File: src/rtl/clkdiv_pkg.sv
package clkdiv_pkg;

    localparam int IDX_W    = 3;
    localparam int CODE_W   = 3;
    localparam int NUM_DIV  = 5;
    localparam int MEM_W    = 17;
    localparam int SR_BIT   = 16;
    localparam int RC_LSB   = 8;
    localparam int RC_W     = 7;
    localparam int STEP_OPS = 3;
    localparam int PROG_OPS = 2 * STEP_OPS;

    typedef enum logic [2:0] {
        OP_NOP      = 3'd0,
        OP_SR_CLR   = 3'd1,
        OP_SR_SET   = 3'd2,
        OP_DIV      = 3'd3,
        OP_REF_FAST = 3'd4,
        OP_REF_SLOW = 3'd5
    } op_kind_e;

    typedef struct packed {
        op_kind_e         kind;
        logic [IDX_W-1:0] nidx;   // divisor index after the step
        logic [IDX_W-1:0] oidx;   // divisor index before the step
    } op_t;

    typedef op_t [STEP_OPS-1:0] step_t;
    typedef op_t [PROG_OPS-1:0] prog_t;

    typedef enum logic [1:0] {
        ST_IDLE = 2'd0,
        ST_EXEC = 2'd1,
        ST_RDBK = 2'd2,
        ST_WAIT = 2'd3
    } state_e;

    function automatic logic [CODE_W-1:0] idx_to_code(input logic [IDX_W-1:0] i);
        case (i)
            3'd0:    return 3'b000;
            3'd1:    return 3'b001;
            3'd2:    return 3'b011;
            3'd3:    return 3'b010;
            3'd4:    return 3'b100;
            default: return 3'b000;
        endcase
    endfunction

    // returns {valid, index}
    function automatic logic [IDX_W:0] code_to_idx(input logic [CODE_W-1:0] c);
        case (c)
            3'b000:  return {1'b1, 3'd0};
            3'b001:  return {1'b1, 3'd1};
            3'b011:  return {1'b1, 3'd2};
            3'b010:  return {1'b1, 3'd3};
            3'b100:  return {1'b1, 3'd4};
            default: return {1'b0, 3'd0};
        endcase
    endfunction

    function automatic int unsigned idx_to_div(input logic [IDX_W-1:0] i);
        case (i)
            3'd0:    return 1;
            3'd1:    return 2;
            3'd2:    return 4;
            3'd3:    return 6;
            3'd4:    return 8;
            default: return 1;
        endcase
    endfunction

    function automatic int unsigned refresh_count(input int unsigned base_khz,
                                                  input int unsigned div);
        longint unsigned v;
        v = (longint'(base_khz) * 78) / (longint'(640000) * longint'(div));
        if (v > 127) v = 127;
        return int'(v);
    endfunction

endpackage

File: src/rtl/clkdiv_plan.sv
module clkdiv_plan
    import clkdiv_pkg::*;
(
    input  logic [IDX_W-1:0] from_idx,
    input  logic [IDX_W-1:0] to_idx,
    output prog_t            prog
);

    function automatic step_t mk_step(input logic [IDX_W-1:0] a,
                                      input logic [IDX_W-1:0] b);
        step_t s;
        s = '0;
        if (a == 3'd1 && b == 3'd0) begin
            s[0] = '{kind: OP_SR_CLR,   nidx: b, oidx: a};
            s[1] = '{kind: OP_DIV,      nidx: b, oidx: a};
            s[2] = '{kind: OP_REF_FAST, nidx: b, oidx: a};
        end else if (a == 3'd0 && b == 3'd1) begin
            s[0] = '{kind: OP_REF_SLOW, nidx: b, oidx: a};
            s[1] = '{kind: OP_DIV,      nidx: b, oidx: a};
            s[2] = '{kind: OP_SR_SET,   nidx: b, oidx: a};
        end else if (b > a) begin
            s[0] = '{kind: OP_REF_FAST, nidx: b, oidx: a};
            s[1] = '{kind: OP_DIV,      nidx: b, oidx: a};
        end else begin
            s[0] = '{kind: OP_DIV,      nidx: b, oidx: a};
            s[1] = '{kind: OP_REF_SLOW, nidx: b, oidx: a};
        end
        return s;
    endfunction

    logic split;

    always_comb begin
        split = (from_idx == 3'd0 && to_idx >= 3'd2) ||
                (from_idx >= 3'd2 && to_idx == 3'd0);
        if (split)
            prog = {mk_step(3'd1, to_idx), mk_step(from_idx, 3'd1)};
        else
            prog = {step_t'('0), mk_step(from_idx, to_idx)};
    end

endmodule

File: src/rtl/clkdiv_refcnt.sv
module clkdiv_refcnt
    import clkdiv_pkg::*;
#(
    parameter int unsigned BASE_KHZ = 400000
) (
    input  logic [IDX_W-1:0] idx,
    output logic [RC_W-1:0]  cnt
);

    logic [RC_W-1:0] cnt_tab [NUM_DIV];

    for (genvar g = 0; g < NUM_DIV; g++) begin : g_tab
        localparam int unsigned CNT = refresh_count(BASE_KHZ, idx_to_div(IDX_W'(g)));
        assign cnt_tab[g] = RC_W'(CNT);
    end

    always_comb begin
        cnt = '0;
        for (int k = 0; k < NUM_DIV; k++)
            if (idx == IDX_W'(k)) cnt = cnt_tab[k];
    end

endmodule

File: src/rtl/clkdiv_drain.sv
module clkdiv_drain
    import clkdiv_pkg::*;
#(
    parameter int unsigned MARGIN = 4,
    parameter int          W      = 20
) (
    input  logic [RC_W-1:0]  old_cnt,
    input  logic [RC_W-1:0]  new_cnt,
    input  logic [IDX_W-1:0] old_idx,
    output logic [W-1:0]     cycles
);

    int unsigned total;

    always_comb begin
        total  = (int'({1'b0, old_cnt}) + int'({1'b0, new_cnt})) * idx_to_div(old_idx) * 64
                 + MARGIN;
        cycles = W'(total);
    end

endmodule

File: src/rtl/clkdiv_seq.sv
module clkdiv_seq
    import clkdiv_pkg::*;
#(
    parameter int unsigned BASE_KHZ     = 400000,
    parameter int unsigned LOCK_CYC     = 16,
    parameter int unsigned DRAIN_MARGIN = 4
) (
    input  logic              clk,
    input  logic              rst_n,
    input  logic              req,
    input  logic [IDX_W-1:0]  req_idx,
    output logic              ack,
    output logic              busy,
    output logic              err,
    output logic              mode_wr,
    output logic [CODE_W-1:0] mode_wdata,
    input  logic [CODE_W-1:0] mode_rdata,
    output logic              mem_wr,
    output logic [MEM_W-1:0]  mem_wdata,
    input  logic [MEM_W-1:0]  mem_rdata
);

    localparam int unsigned DRAIN_MAX = 64 * 2 * ((1 << RC_W) - 1) * 8 + DRAIN_MARGIN;
    localparam int unsigned WAIT_MAX  = (DRAIN_MAX > LOCK_CYC) ? DRAIN_MAX : LOCK_CYC;
    localparam int          WAIT_W    = $clog2(WAIT_MAX + 1);

    typedef struct packed {
        state_e            st;
        prog_t             prog;
        op_t               cur;
        logic [RC_W-1:0]   old_cnt;
        logic [RC_W-1:0]   new_cnt;
        logic [WAIT_W-1:0] wcnt;
        logic              ack;
        logic              err;
    } regs_t;

    regs_t             r_q, r_d;
    prog_t             plan_prog;
    op_t               head;
    logic [IDX_W:0]    cur_dec;
    logic              cur_ok;
    logic [IDX_W-1:0]  cur_idx;
    logic [RC_W-1:0]   ref_cnt;
    logic [WAIT_W-1:0] drain_cyc;

    assign head    = r_q.prog[0];
    assign cur_dec = code_to_idx(mode_rdata);
    assign cur_ok  = cur_dec[IDX_W];
    assign cur_idx = cur_dec[IDX_W-1:0];

    clkdiv_plan u_plan (
        .from_idx (cur_idx),
        .to_idx   (req_idx),
        .prog     (plan_prog)
    );

    clkdiv_refcnt #(.BASE_KHZ(BASE_KHZ)) u_ref (
        .idx (head.nidx),
        .cnt (ref_cnt)
    );

    clkdiv_drain #(.MARGIN(DRAIN_MARGIN), .W(WAIT_W)) u_drain (
        .old_cnt (r_q.old_cnt),
        .new_cnt (r_q.new_cnt),
        .old_idx (r_q.cur.oidx),
        .cycles  (drain_cyc)
    );

    always_comb begin
        r_d        = r_q;
        r_d.ack    = 1'b0;
        mode_wr    = 1'b0;
        mode_wdata = '0;
        mem_wr     = 1'b0;
        mem_wdata  = mem_rdata;
        case (r_q.st)
            ST_IDLE: begin
                if (req) begin
                    r_d.err = 1'b0;
                    if (req_idx >= IDX_W'(NUM_DIV) || !cur_ok) begin
                        r_d.err = 1'b1;
                        r_d.ack = 1'b1;
                    end else if (cur_idx == req_idx) begin
                        r_d.ack = 1'b1;
                    end else begin
                        r_d.prog = plan_prog;
                        r_d.st   = ST_EXEC;
                    end
                end
            end
            ST_EXEC: begin
                if (r_q.prog == '0) begin
                    r_d.ack = 1'b1;
                    r_d.st  = ST_IDLE;
                end else begin
                    r_d.prog = prog_t'(r_q.prog >> $bits(op_t));
                    r_d.cur  = head;
                    case (head.kind)
                        OP_DIV: begin
                            mode_wr    = 1'b1;
                            mode_wdata = idx_to_code(head.nidx);
                            r_d.wcnt   = WAIT_W'(LOCK_CYC - 1);
                            r_d.st     = ST_WAIT;
                        end
                        OP_SR_CLR, OP_SR_SET: begin
                            mem_wr            = 1'b1;
                            mem_wdata[SR_BIT] = (head.kind == OP_SR_SET);
                            r_d.st            = ST_RDBK;
                        end
                        OP_REF_FAST, OP_REF_SLOW: begin
                            mem_wr                      = 1'b1;
                            mem_wdata[RC_LSB +: RC_W]   = ref_cnt;
                            r_d.old_cnt                 = mem_rdata[RC_LSB +: RC_W];
                            r_d.new_cnt                 = ref_cnt;
                            r_d.st                      = ST_RDBK;
                        end
                        default: r_d.st = ST_EXEC;
                    endcase
                end
            end
            ST_RDBK: begin
                if (r_q.cur.kind == OP_REF_SLOW && !mem_rdata[SR_BIT] && drain_cyc != '0) begin
                    r_d.wcnt = drain_cyc - 1'b1;
                    r_d.st   = ST_WAIT;
                end else begin
                    r_d.st = ST_EXEC;
                end
            end
            ST_WAIT: begin
                if (r_q.wcnt == '0) r_d.st = ST_EXEC;
                else                r_d.wcnt = r_q.wcnt - 1'b1;
            end
            default: r_d.st = ST_IDLE;
        endcase
    end

    always_ff @(posedge clk) begin
        if (!rst_n) r_q <= '0;
        else        r_q <= r_d;
    end

    assign ack  = r_q.ack;
    assign err  = r_q.err;
    assign busy = (r_q.st != ST_IDLE);

endmodule

File: config.mk
export PLATFORM = sky130hd
export DESIGN_NAME = clkdiv_seq
export DESIGN_NICKNAME = d
export VERILOG_FILES = /design/src/rtl/clkdiv_pkg.sv /design/src/rtl/clkdiv_plan.sv /design/src/rtl/clkdiv_refcnt.sv /design/src/rtl/clkdiv_drain.sv /design/src/rtl/clkdiv_seq.sv
export SDC_FILE = /design/constraint.sdc
export NUM_CORES = 1
export LEC_CHECK = 0
export ABC_AREA = 1
export BUFFER_PORTS_ARGS = -buffer_cell sky130_fd_sc_hd__buf_2
export CAP_MARGIN = 20
export CORE_MARGIN = 5
export CORE_UTILIZATION = 31
export CTS_BUF_LIST = sky130_fd_sc_hd__clkbuf_4
export DETAILED_ROUTE_END_ITERATION = 10
export PLACE_DENSITY = 0.55
export SKIP_LAST_GASP = 1
export SLEW_MARGIN = 30
export SYNTH_ARGS = -nofsm -noshare
export SYNTH_HDL_FRONTEND = slang
export SYNTH_HIERARCHICAL = 1
export SYNTH_SLANG_ARGS = --single-unit
File: constraint.sdc
create_clock -name clk -period 9.45 [get_ports clk]
set_clock_uncertainty 0.1 [all_clocks]
set_input_delay 0.945 -clock clk [delete_from_list [all_inputs] [get_ports clk]]
set_output_delay 0.945 -clock clk [all_outputs]
set_load 0.01 [all_outputs]
=== Word-level counts from Yosys, hierarchy flattened ===
Cells that the tools add are included.

* $add $sub $neg: 4
* Multipliers: 1
* Equal/unequal tests: 32
* Bitwise operators: 1
* Order comparisons: 6
* Reduce and logical (&&, ||, !) cells: 30
* Mux-type cells: 55

{| class="wikitable"
|+ Operators with widths
! operator !! count
|-
| $mux W56 || 3
|-
| $mux W18 || 6
|-
| $pmux W54 S2 || 1
|-
| $mux W94 || 1
|-
| $logic_not A54 Y1 || 1
|-
| $mux W54 || 1
|-
| $mux W17 || 3
|-
| $pmux W17 S3 || 1
|-
| $sub A17 B1 Y17 const B || 2
|-
| $mul A32 B4 Y11 || 1
|-
| $mux W6 || 5
|-
| $mux W27 || 1
|-
| $eq A3 B2 Y1 const B || 8
|-
| $mux W7 || 3
|-
| $pmux W4 S5 || 1
|-
| $eq A3 B1 Y1 const B || 6
|-
| $eq A3 B3 Y1 const B || 6
|-
| $add A17 B3 Y17 const B || 1
|-
| $logic_not A17 Y1 || 1
|-
| $reduce_bool A17 Y1 || 1
|-
| $mux W8 || 2
|-
| $pmux W4 S4 || 1
|-
| $mux W14 || 1
|-
| $ne A2 B2 Y1 const B || 7
|-
| other kinds (32) || 65
|}

* Register bits after elaboration: 98
* Output and inout port bits: 25
* Word-level logic and storage cells: 156

=== Logic depth before layout (Yosys ltp) ===
* Word-level depth: 11
* Mapped depth: 30
* Mapped depth without buffers: 30

=== By module ===
The synthesis kept the hierarchy.

{| class="wikitable"
|+ Modules (own cells, without submodules)
! module !! cells each !! area each (um^2) !! seq. area each (um^2) !! times used
|-
| clkdiv_seq || 900 || 5555.3 || 1901.8 || 1
|-
| clkdiv_drain || 195 || 1291.2 || 0.0 || 1
|-
| clkdiv_plan || 89 || 608.1 || 0.0 || 1
|-
| clkdiv_refcnt || 13 || 61.3 || 0.0 || 1
|}

=== Worst setup path after synthesis ===
Ideal clock, no wire load.

* Path kind: reg2reg
* From: register r_q[26] (netlist name)
* To: register r_q[18] (netlist name)
* Cell stages (with the launch flop): 27
* Setup time: 0.128 ns
* Arrival time: 4.100 ns
* Required time: 9.222 ns
* Clock period less this slack: 4.328 ns
* Slack: 5.122 ns
* Cell sequence: dfxtp_1 -> ha_1 -> fa_1 -> a21oi_1 -> o21bai_1 -> xor2_1 -> nor2_1 -> fa_1 -> inv_1 -> fa_1 -> inv_1 -> ha_1 -> nand2_1 -> inv_1 -> nand4_1 -> o211ai_1 -> xor2_1 -> nand2_1 -> nand2_1 -> nor2_1 -> nand2_1 -> nor2_1 -> nand3b_1 -> nand2_1 -> nor2_1 -> nor2_1 -> nor2_1

* Word-level cells in the longest chain between the ends: 7

{| class="wikitable"
|+ Ends and longest elaborated chain
! element !! line !! text
|-
| start: declaration || clkdiv_seq.sv:38 || <nowiki>regs_t r_q, r_d;</nowiki>
|-
| start signal: assignment || clkdiv_seq.sv:140 || <nowiki>else r_q <= r_d;</nowiki>
|-
| $add A7 B7 Y8 (*) || clkdiv_drain.sv:16 || <nowiki>total = (int'({1'b0, old_cnt}) + int'({1'b0, new_cnt})) * idx_to_div(old_idx) * 64</nowiki>
|-
| $mul A32 B4 Y11 (*) || clkdiv_drain.sv:16 ||
|-
| $add A17 B3 Y17 (*) || clkdiv_drain.sv:17 || <nowiki>+ MARGIN;</nowiki>
|-
| via drain_cyc[14] || clkdiv_seq.sv:45 || <nowiki>logic [WAIT_W-1:0] drain_cyc;</nowiki>
|-
| parallel branches: the longest is 4 deep, another holds $sub A17 B1 Y17 || - ||
|}

Mark *: on every way through the listed nets, which the timed path passes. The select of a mux whose other input is x is not followed.
A chain may end at the register's enable or synchronous reset.

=== Final worst setup path ===
* From: register r_q[26] (netlist name)
* To: register r_q[15] (netlist name)

The elaborated chain is that of the path after synthesis.

==> impl_metrics.toml <==
[layout]
area_growth_pct = 3.28
final_common_cell = "nand2_1"
final_area_um2 = 7760
finalNonFillerCells = 1509
drive_above_1_share = 0.0819
final_util = 0.322
fillCellCount = 2806
most-common-layout-cells = "353 x nand2_1, 270 x nor2_1, 110 x inv_1"
final_nets = 1247

[pwr]
vdd_ir_drop_max_uv = 123
powerDensity_nw_per_um2 = 266
p_leak_nw = 3.92

[synth]
yosysTopAreaCellShare = 0.253
yosys_warnings = 6
synth_seq_cells = 95
synth_cell_type_count = 43
synth_edf_count = 0
async_flop_share = 0
yosysTopAreaCell = "dfxtp_1"
seq_area_frac_synth = 0.253
synth_area_leaders = "dfxtp_1 25%, nand2_1 18%, nor2_1 13%, mux2i_1 6.0%, buf_4 5.6%"
synth.cell_area_um2 = 7520
synth-compound-area-share = 0.0481
synth_adder_area_share = 0.0829
yosys_most_used_dff = "dfxtp_1"
synth_xor_area_frac = 0.0208
synth-simple-area-share = 0.394
synth_top_family_by_area = "simple AND/OR/NAND/NOR gates"
avgSynthCellArea_um2 = 6.28
syn_inst = 1197
synthMuxAreaShare = 0.0599

[floorplanning]
rows = 57
ios = 51
start_util = 0.312
core_region_area_um2 = 24100
die_w_um = 166
dieArea_um2 = 27500
die_y_um = 166

[clock_tree]
cts.root.buffer_cell = "clkbuf_4"
cts_tree = "built"
htree_levels = 3
cts_hold_buf = 0
clk_pin_slew_ps = 180
cts_setup_buffers = 0
numCtsBuffers = 9
postCtsResizedCells = 0
clkSinkCount = 95
clock_path_buffers = 2
clk_latency_ps = 500

[min_path]
hp-start = "r_q[40]$_SDFFE_PN0P_"
hold_class = "reg2reg"

[routing]
dr.pass1.iters = 5
drtAntennaViolNets = 0
wl_per_cell_um = 11.6
drc = 0
drt-initial-drc-count = 262
vias = 6533
via_per_inst = 4.33
wl_um = 17500

[sta]
fin_crit_sh = 0.497
setup_slack_ps = 4750
drv_slew = 0
max_freq_mhz = 213
worst_pin_slew_ps = 898
period_minus_slack_ps = 4700
slew_headroom = 0.401
hold_viol = 0
rsz0062_at_grt = "false"
timing.setup.tns_ps = 0
setup_viol = 0

[worst_setup_path]
crit_start = "r_q[26]$_SDFFE_PN0P_"
cp.required_ps = 9730
worstPathArrival_ps = 4980
regToRegStartpoint = "r_q[26]$_SDFFE_PN0P_"
crit_slowest_cell = "fa_1"
critPathKind = "reg2reg"
crit_path_cell_trace = "ha_1 -> fa_1 -> a21oi_1 -> o21bai_1 -> xor2_1 -> nor2_1 -> fa_1 -> inv_1 -> fa_1 -> inv_1 -> ha_1 -> a21oi_1 -> nand2_1 -> xor2_1 -> nand2_1 -> nand2_1 -> nor2_1 -> nand2_1 -> nor2_1 -> nand3_1 -> nand2_1 -> nor2_1 -> nor2_1 -> nor2_1"
slowest_delay_ps = 530
critPathLaunchType = "flop"
cp_num_buf_inv = 2
timing.critical_path.mode_cell = "nor2_1"
critPathCaptureType = "flop"
crit_fanout = 5
cpLargestDelayFamily = "adder cells"

[global_route]
grt_max_degree = 75
grt_use_total = 0.130
antenna_found_initial = 1
grt_overflow = 0
grt_pass1_wl_um = 30300
grt_pass1_vias = 6195

[place]
gp_congestion = 0.893
place_area_um2 = 7620
place.detailed.hpwl_um = 13200
io_buffers = 32
place_inst = 1492
place_ws_ps = 4750

[run]
maxCapViolations = 0

[run_status]
status = "complete, no violations"
final timing paths:
| check | to | slack (ps) | cells after the start |
|---|---|---|---|
| worst min register to register | r_q[40]$_SDFFE_PN0P_ | 370 | 2 |
| worst max register to register | r_q[15]$_SDFFE_PN0P_ | 4750 | 24 |
| worst min-delay path | r_q[40]$_SDFFE_PN0P_ | 370 | 2 |
| worst max-delay path | r_q[15]$_SDFFE_PN0P_ | 4750 | 24 |
logic make-up (layout without fill, tap and decap cells):
logic type / after synthesis / count (layout)
AND/OR/NAND/NOR: 715 / 715
buffers and inverters: 208 / 173
flip-flops: 95 / 95
AO/OA/AOI/OAI: 70 / 70
multiplexers: 45 / 45
adder cells (fa/ha/maj): 42 / 42
XOR/XNOR: 17 / 17
other: 5 / 28
synth_stat cells, types with 2 or more instances:
library cell	count
clkbuf_1	11
nand4_1	11
mux2i_1	45
nor2_2	9
buf_6	4
nand3b_1	3
nand3_1	39
xor2_1	12
buf_4	56
dfxtp_1	95
nand2_4	2
xnor2_1	4
fa_1	13
nor2_4	3
nand3_4	2
ha_1	29
o21ai_0	29
nor3_1	4
or2_2	4
inv_2	8
nand3_2	3
nand2_1	353
a21oi_1	33
nor2_1	270
o21ai_1	4
buf_2	17
conb_1	5
inv_1	110
nand2_2	4
o21bai_1	2
report_power, final:
part | leakage, nW | switching, mW | internal (mW)
logic | 3.06 | 0.741 | 0.412
registers | 0.779 | 0.127 | 0.554
clock network | 0.0773 | 0.166 | 0.0652
tightest hold or removal path, stage by stage, from the launching register on:
cell	delay (ps)
dfxtp_1	330
inv_1	60
a21oi_1	50
area by class of cell:
| cell class | count | area, um^2 | area share |
|---|---|---|---|
| diodes | 1 | 2.50 | 0.000322 |
| clock buffers | 10 | 75.1 | 0.00967 |
| clock inverters | 6 | 60.1 | 0.00774 |
| inverters | 120 | 453 | 0.0583 |
| multi-input cells | 916 | 4650 | 0.600 |
| flip-flops and latches | 95 | 1900 | 0.245 |
| well taps | 324 | 405 | 0.0522 |
| repair buffers | 37 | 210 | 0.0271 |
state kept, by name, indices dropped and copies added (netlist names):
register and flops:
err 1, r_q 84, ack 1, head 9
per-layer routing:
layer | wire length (um) | track usage
met1 | 8610 | 0.174
met2 | 8240 | 0.222
met3 | 466 | 0.0245
met4 | 144 | 0.0226
met5 | 0 | 0
metrics by stage:
step	hold WS, ps	total power [mW]
floorplan	329	1.63
global placement	346	1.84
detailed placement	353	1.85
CTS	374	2.09
global route	406	2.32
finish	368	2.07
No activity file was read; power rests on OpenSTA's default activity.
